File: src/rtl/tdm_pkg.sv
package tdm_pkg;

  typedef enum logic [1:0] {
    KW_HOLD  = 2'b00,
    KW_ROW_X = 2'b01,
    KW_ROW_Y = 2'b10,
    KW_ROW_Z = 2'b11
  } kw_code_e;

  // register stages between the input ports and the output registers
  localparam int PIPE_STAGES = 5;
  localparam int MAT_ROWS    = 3;
  localparam int MAT_COLS    = 3;

endpackage

File: src/rtl/tdm_coef_bank.sv
module tdm_coef_bank #(
  parameter int COEF_W = 10
) (
  input  logic                                            clk,
  input  logic                                            rst,
  input  logic [1:0]                                      kw_code,
  input  logic [COEF_W-1:0]                               k_a,
  input  logic [COEF_W-1:0]                               k_b,
  input  logic [COEF_W-1:0]                               k_c,
  output logic [tdm_pkg::MAT_ROWS*tdm_pkg::MAT_COLS*COEF_W-1:0] k_flat
);
  localparam int ROW_W = tdm_pkg::MAT_COLS * COEF_W;

  for (genvar r = 0; r < tdm_pkg::MAT_ROWS; r++) begin : g_row
    localparam logic [1:0] SEL = 2'(r + 1);
    logic [ROW_W-1:0] row_q;

    always_ff @(posedge clk) begin
      if (rst) begin
        row_q <= '0;
      end else if (kw_code == SEL) begin
        row_q <= {k_a, k_b, k_c};
      end
    end

    assign k_flat[r*ROW_W +: ROW_W] = row_q;
  end

endmodule

File: src/rtl/tdm_round_clamp.sv
module tdm_round_clamp #(
  parameter int IN_W  = 24,
  parameter int OUT_W = 12,
  parameter int SHIFT = 8
) (
  input  logic                    clk,
  input  logic signed [IN_W-1:0]  sum_in,
  output logic signed [OUT_W-1:0] y
);
  localparam int EXT_W = IN_W + 1;
  localparam logic signed [EXT_W-1:0] HALF = EXT_W'(1) << (SHIFT - 1);
  localparam logic signed [EXT_W-1:0] MAXV = EXT_W'(2 ** (OUT_W - 1) - 1);
  localparam logic signed [EXT_W-1:0] MINV = -MAXV - EXT_W'(1);

  logic signed [EXT_W-1:0] biased;
  logic signed [EXT_W-1:0] rnd_q;

  assign biased = EXT_W'(sum_in) + HALF;

  // stage 4: round half up
  always_ff @(posedge clk) begin
    rnd_q <= biased >>> SHIFT;
  end

  // stage 5: clamp into output range
  always_ff @(posedge clk) begin
    if (rnd_q > MAXV) begin
      y <= MAXV[OUT_W-1:0];
    end else if (rnd_q < MINV) begin
      y <= MINV[OUT_W-1:0];
    end else begin
      y <= rnd_q[OUT_W-1:0];
    end
  end

endmodule

File: src/rtl/tdm_dot_lane.sv
module tdm_dot_lane #(
  parameter int DATA_W = 12,
  parameter int COEF_W = 10,
  parameter int OUT_W  = 12,
  parameter int SHIFT  = 8
) (
  input  logic                     clk,
  input  logic signed [DATA_W-1:0] a,
  input  logic signed [DATA_W-1:0] b,
  input  logic signed [DATA_W-1:0] c,
  input  logic signed [COEF_W-1:0] ka,
  input  logic signed [COEF_W-1:0] kb,
  input  logic signed [COEF_W-1:0] kc,
  output logic signed [OUT_W-1:0]  y
);
  localparam int PROD_W = DATA_W + COEF_W;
  localparam int PAIR_W = PROD_W + 1;
  localparam int SUM_W  = PROD_W + 2;

  logic signed [PROD_W-1:0] pa_q, pb_q, pc_q;
  logic signed [PAIR_W-1:0] pab_q;
  logic signed [PROD_W-1:0] pc_d_q;
  logic signed [SUM_W-1:0]  sum_q;

  // stage 1: products against the coefficients current at the latch edge
  always_ff @(posedge clk) begin
    pa_q <= PROD_W'(a) * PROD_W'(ka);
    pb_q <= PROD_W'(b) * PROD_W'(kb);
    pc_q <= PROD_W'(c) * PROD_W'(kc);
  end

  // stage 2: first adder level
  always_ff @(posedge clk) begin
    pab_q  <= PAIR_W'(pa_q) + PAIR_W'(pb_q);
    pc_d_q <= pc_q;
  end

  // stage 3: full-precision three-term sum
  always_ff @(posedge clk) begin
    sum_q <= SUM_W'(pab_q) + SUM_W'(pc_d_q);
  end

  tdm_round_clamp #(
    .IN_W (SUM_W),
    .OUT_W(OUT_W),
    .SHIFT(SHIFT)
  ) u_rc (
    .clk   (clk),
    .sum_in(sum_q),
    .y     (y)
  );

endmodule

File: src/rtl/tridot_matrix.sv
module tridot_matrix #(
  parameter int DATA_W = 12,
  parameter int COEF_W = 10,
  parameter int OUT_W  = 12,
  parameter int SHIFT  = 8
) (
  input  logic              clk,
  input  logic              rst,
  input  logic              in_valid,
  input  logic [DATA_W-1:0] a_in,
  input  logic [DATA_W-1:0] b_in,
  input  logic [DATA_W-1:0] c_in,
  input  logic [COEF_W-1:0] k_a_in,
  input  logic [COEF_W-1:0] k_b_in,
  input  logic [COEF_W-1:0] k_c_in,
  input  logic [1:0]        kw_code,
  output logic              out_valid,
  output logic [OUT_W-1:0]  x_out,
  output logic [OUT_W-1:0]  y_out,
  output logic [OUT_W-1:0]  z_out
);
  import tdm_pkg::*;

  localparam int ROW_W = MAT_COLS * COEF_W;
  localparam int ALL_W = MAT_ROWS * ROW_W;

  logic [ALL_W-1:0]       k_flat;
  logic [PIPE_STAGES-1:0] vld_q;
  logic [OUT_W-1:0]       lane_y [MAT_ROWS];

  tdm_coef_bank #(.COEF_W(COEF_W)) u_bank (
    .clk    (clk),
    .rst    (rst),
    .kw_code(kw_code),
    .k_a    (k_a_in),
    .k_b    (k_b_in),
    .k_c    (k_c_in),
    .k_flat (k_flat)
  );

  for (genvar r = 0; r < MAT_ROWS; r++) begin : g_lane
    tdm_dot_lane #(
      .DATA_W(DATA_W),
      .COEF_W(COEF_W),
      .OUT_W (OUT_W),
      .SHIFT (SHIFT)
    ) u_lane (
      .clk(clk),
      .a  (a_in),
      .b  (b_in),
      .c  (c_in),
      .ka (k_flat[r*ROW_W + 2*COEF_W +: COEF_W]),
      .kb (k_flat[r*ROW_W + COEF_W +: COEF_W]),
      .kc (k_flat[r*ROW_W +: COEF_W]),
      .y  (lane_y[r])
    );
  end

  always_ff @(posedge clk) begin
    if (rst) begin
      vld_q <= '0;
    end else begin
      vld_q <= {vld_q[PIPE_STAGES-2:0], in_valid};
    end
  end

  assign out_valid = vld_q[PIPE_STAGES-1];
  assign x_out     = lane_y[0];
  assign y_out     = lane_y[1];
  assign z_out     = lane_y[2];

endmodule

File: config.mk
export PLATFORM = sky130hd
export DESIGN_NAME = tridot_matrix
export DESIGN_NICKNAME = d
export VERILOG_FILES = /design/src/rtl/tdm_pkg.sv /design/src/rtl/tdm_coef_bank.sv /design/src/rtl/tdm_round_clamp.sv /design/src/rtl/tdm_dot_lane.sv /design/src/rtl/tridot_matrix.sv
export SDC_FILE = /design/constraint.sdc
export NUM_CORES = 2
export LEC_CHECK = 0
export BUFFER_PORTS_ARGS = -buffer_cell sky130_fd_sc_hd__buf_4
export CORE_ASPECT_RATIO = 0.7
export CORE_MARGIN = 2
export CORE_UTILIZATION = 41
export CTS_BUF_LIST = sky130_fd_sc_hd__clkbuf_4 sky130_fd_sc_hd__clkbuf_8
export CTS_CLUSTER_SIZE = 40
export DETAILED_ROUTE_END_ITERATION = 7
export HOLD_SLACK_MARGIN = 0.1
export SLEW_MARGIN = 10
export SYNTH_ARGS = -nofsm -noshare
export SYNTH_HDL_FRONTEND = slang
export SYNTH_SLANG_ARGS = --single-unit
File: constraint.sdc
create_clock -name clk -period 15.1 [get_ports clk]
set_clock_uncertainty 0.15 [all_clocks]
set_input_delay 1.51 -clock clk [delete_from_list [all_inputs] [get_ports clk]]
set_output_delay 1.51 -clock clk [all_outputs]
set_load 0.005 [all_outputs]
* Word level (Yosys, flattened, before mapping) *
Index checks and enable logic that the tools add are counted.
Widths: inputs -> output; s select.

storage, ports and cells
  register bits = 587
  output and inout port bits = 37
  bits of input ports = 71

operators by class
  magnitude comparators = 6
  muxes and demuxes = 3
  eq/ne operators = 3
  $mul = 9
  add/subtract/negate cells = 9

operator list
  kind                   number
  $mul 12x10->22         9
  $add 24x9->25 const B  3
  $add 23x22->24         3
  $add 22x22->23         3
  $gt 17x12->1 const B   3
  $lt 17x12->1 const B   3
  $mux 12                3
  $eq 2x2->1 const B     2
  $eq 2x1->1 const B     1

* Depth between registers and ports, before layout *
  depth in word-level cells = 2
  depth in mapped cells = 22
  depth with buffers taken out = 21

* Cells and area by module *
A second synthesis with hierarchy kept.

second synthesis, totals
  cells, all modules = 6680
  area, all modules = 62454.9 um^2

by module, submodules not included
  module                           area each (um^2)  cells each  instances
  tdm_dot_lane (g_lane[2].u_lane)  18612.9           2027        1
  tdm_dot_lane (g_lane[1].u_lane)  18592.8           2023        1
  tdm_dot_lane (g_lane[0].u_lane)  18448.9           2011        1
  tdm_coef_bank                    3636.0            327         1
  tdm_round_clamp                  1011.0            94          3
  tridot_matrix                    131.4             10          1

* Worst setup path after synthesis *
No wires, ideal clock.

  path type = input -> register
  start = input a_in[11]
  end = register g_lane[2].u_lane.pa_q[20]
  arrival time = 6447 ps
  setup slack = 8385 ps
  stages = 21
  path through = clkbuf_1 > clkbuf_1 > nand2_1 > fa_1 > inv_1 > fa_1 > fa_1 > fa_1 > inv_1 > fa_1 > inv_1 > ha_1 > and3_1 > a21oi_1 > inv_1 > a211o_1 > a31oi_1 > nor2b_1 > o21a_1 > o41a_1 > xor2_1

between the ends
  longest elaborated chain between the ends = 1

ends and longest elaborated chain
  item                  line                 source
  from (decl)           tridot_matrix.sv:10  input logic [DATA_W-1:0] a_in,
  $mul 12x10->22        tdm_dot_lane.sv:27   pa_q <= PROD_W'(a) * PROD_W'(ka);
  to (signal assigned)  tdm_dot_lane.sv:27
  to (decl)             tdm_dot_lane.sv:20   logic signed [PROD_W-1:0] pa_q, pb_q, pc_q;

Every way passes these cells.
A chain may end at the register's enable or synchronous reset.

* Worst setup path in the final report *
  start = input c_in[7]
  end = register g_lane[1].u_lane.pc_q[21]

between the ends
  longest elaborated chain between the ends = 1

ends and longest elaborated chain
  item                  line                 source
  from (decl)           tridot_matrix.sv:12  input logic [DATA_W-1:0] c_in,
  $mul 12x10->22        tdm_dot_lane.sv:29   pc_q <= PROD_W'(c) * PROD_W'(kc);
  to (signal assigned)  tdm_dot_lane.sv:29
  to (decl)             tdm_dot_lane.sv:20

Every way passes these cells.

==> results.cfg <==
[clock_network]
cts_tree = built
post_cts_buffers = 0
clock_latency_ns = 0.83
cts_resized = 0
clock_sinks = 566
clock_path_buffers = 3
cts_hold_buf = 0
clkTransAtPathRegs_ns = 0.06
cts_root_buf = clkbuf_8
htree_num_levels = 3
cts_buffers = 94

[synthesis]
synth_fp_nets = 8205
async_flop_share = 0
ys.flop_type = dfxtp_1
avgSynthCellArea_um2 = 9.175
syn_area_um2 = 60150
synth_warnings = 0
yosysSeqAreaShare = 0.1884
synth-seq-cells = 566
synthDistinctLibCells = 66
syn-instance-count = 6556
synth_edf_count = 0

[final_layout]
fin_nets = 8186
drive_gt1_frac = 0.04704
final_common_cell = inv_1
area_delta_synth_final_pct = 7.717
fillCellCount = 14160
fin_cells = 8579
mostFrequentLayoutCells = inv_1, fa_1, nand2_1, ha_1, dfxtp_1

[critical_path]
cp.depth = 21
worstSetupPathType = input pin to register
regToRegStartpoint = u_bank.g_row[1].row_q[1]
crit_family = adder cells
critPathArrivalTime_ns = 7.10
cpPeakStageDelay_ns = 0.58
critPathCapture = g_lane[1].u_lane.pc_q[21]
start_kind = input pin
end_kind = register
critPathMaxFanout = 30
rr_endpoint = g_lane[1].u_lane.pc_q[21]
worstRegToRegCells = 20
startpoint = c_in[7]
reg2reg_slack_ns = 8.86
cp_slowest_cell = fa_1
crit_chain = buf_4 > nand2_1 > fa_1 > inv_1 > fa_1 > inv_1 > fa_1 > inv_1 > fa_1 > inv_1 > fa_1 > inv_1 > ha_1 > and4_1 > a2111oi_0 > o21bai_1 > a41oi_1 > a21oi_1 > a211oi_1 > a21oi_1 > xnor2_1
cp_num_buf_inv = 6
worstPathRequired_ns = 15.66

[routing]
totalWireLength_mm = 140.9
dr.pass1.iters = 6
ant_nets = 0
viasPerCell = 4.876
route.detailed.drc = 0
routed-via-count = 41830
wire_per_inst_um = 16.42
dr.first_iter.drc_count = 2497

[die]
die_h_um = 324.5
fp-row-count = 117
ios = 108
die_w_um = 461.8
core_um2 = 145500
start_util = 0.4134
dieArea_um2 = 149800

[sta]
slew_violations = 0
fin_crit_sh = 0.4331
fin_ws_ns = 8.560
tightest_slew_ns = 1.042
rsz0062_at_grt = false
relSlewSlack = 0.2979
setup_viol = 0
fin_crit_ns = 6.540
fin_setup_tns_ns = 0
fmax_ghz = 0.1529
hold_viol = 0

[job]
cap_violations = 0

[placed_design]
dpl.hpwl_mm = 112.9
port_buffers = 107
dp_cells = 8404
pre_cts_ws_ns = 7.807
place.gp.congestion = 0.8635

[global_route]
antenna_found_initial = 16
grt_pass1_wl_mm = 233.6
grt_max_degree = 71
grtUsageTotal = 0.1952
grt_pass1_vias = 43370
grt_overflow = 0

[hold_path]
hp-class = register to register
min_path_cells = 0

[power]
ir_drop_mv = 0.09143
powerDensity_nw_per_um2 = 112.7
leakage_nw = 32.90

[outcome]
run_status = complete, no violations
registers in the layout (all words and copies together), names as in the netlist:
register                  cells
g_lane.u_lane.u_rc.rnd_q     51
g_lane.u_lane.pa_q           66
g_lane.u_lane.pb_q           66
g_lane.u_lane.pc_q           66
u_bank.g_row.row_q           90
g_lane.u_lane.pc_d_q         66
g_lane.u_lane.sum_q          51
g_lane.u_lane.pab_q          69
vld_q                         5
g_lane.u_lane.u_rc.y         36
cell families (layout without fill, tap and decap cells):
kind of cell,count (synthesis),after routing,synth area share
XOR/XNOR,366,366,0.05329
flip-flops,566,566,0.1884
adder cells (fa/ha/maj),1578,1578,0.4488
AO/OA/AOI/OAI,630,630,0.06596
buffers and inverters,1581,1637,0.09866
AND/OR/NAND/NOR,1835,1835,0.1449
other,0,4,0
layer usage:
metal  share of wire  wire length, um  GRT usage  vias up
li1                -                -          -    19930
met1            0.48            67420     0.2884    20610
met2            0.43            60520     0.2932     1121
met4           0.022             3041    0.04525        0
met5               0                0          0        -
met3           0.070             9872    0.03813      169
report_power, final:
| part | internal, mW | switching [mW] |
|---|---|---|
| logic | 1.42 | 1.86 |
| registers | 2.08 | 0.375 |
| clock network | 0.874 | 0.700 |
metrics by stage:
step / util / power [mW] / hold slack [ns] / area [um^2]
after global routing: 0.4453 / 7.905 / 0.1490 / 64790
after detailed placement: 0.4303 / 5.755 / 0.1621 / 62610
after global placement: 0.4303 / 5.713 / 0.1618 / 62610
final: 0.4453 / 7.304 / 0.1602 / 64790
after CTS: 0.4452 / 7.394 / 0.1313 / 64780
after floorplan: - / 4.692 / 0.1596 / 60150
cell usage after synthesis, types with 8 or more instances:
library cell	instances	area share
and3_1	34	0.0035
or2_2	8	0.00083
a21o_1	55	0.0069
and2_1	440	0.046
a21oi_1	260	0.022
xor2_1	76	0.011
inv_1	1342	0.084
nand4_1	18	0.0019
nand2b_1	70	0.0073
nor2b_1	43	0.0045
nand2_1	832	0.052
nand3_1	69	0.0057
clkinv_1	8	0.00050
or3_1	16	0.0017
ha_1	612	0.13
xnor2_1	290	0.042
clkbuf_1	230	0.014
a2111oi_0	12	0.0017
a31oi_1	18	0.0019
a211oi_1	14	0.0017
a211o_1	9	0.0013
fa_1	966	0.32
a31o_2	8	0.0012
o21ai_0	84	0.0070
dfxtp_1	566	0.19
a41oi_1	10	0.0015
nor3_1	61	0.0051
nor4_1	9	0.00094
o21bai_1	17	0.0021
nor2_1	221	0.014
o21a_1	74	0.0092
worst register-to-register path, stage by stage (launching register included):
cell	delay, ns
dfxtp_1	0.68
nand2_1	0.19
fa_1	0.58
inv_1	0.06
fa_1	0.50
inv_1	0.06
fa_1	0.53
inv_1	0.05
fa_1	0.47
inv_1	0.05
fa_1	0.47
inv_1	0.04
ha_1	0.33
and4_1	0.24
a2111oi_0	0.39
o21bai_1	0.23
a41oi_1	0.34
a21oi_1	0.16
a211oi_1	0.35
a21oi_1	0.14
xnor2_1	0.13
worst min-delay path by stage:
stage	startpoint	end	slack (ns)
2_1_floorplan	g_lane[0].u_lane.pc_q[0]	g_lane[0].u_lane.pc_d_q[0]	0.16
3_3_place_gp	g_lane[0].u_lane.pc_q[5]	g_lane[0].u_lane.pc_d_q[5]	0.16
3_5_place_dp	g_lane[0].u_lane.pc_q[11]	g_lane[0].u_lane.pc_d_q[11]	0.16
4_1_cts	g_lane[0].u_lane.pc_q[15]	g_lane[0].u_lane.pc_d_q[15]	0.13
5_1_grt	g_lane[0].u_lane.pc_q[17]	g_lane[0].u_lane.pc_d_q[17]	0.15
6_report	g_lane[0].u_lane.pc_q[15]	g_lane[0].u_lane.pc_d_q[15]	0.16
layout make-up:
type / count / area, um^2 / area share
Inverter: 1351 / 5071 / 0.07827
Clock inverter: 41 / 481.7 / 0.007435
Timing Repair Buffer: 115 / 863.3 / 0.01332
Clock buffer: 130 / 1689 / 0.02607
Sequential cell: 566 / 11330 / 0.1749
Antenna cell: 4 / 10.01 / 0.0001545
Tap cell: 1963 / 2456 / 0.03791
Multi-Input combinational cell: 4409 / 42890 / 0.6620
Note: power is estimated with default switching activity, not from simulation.
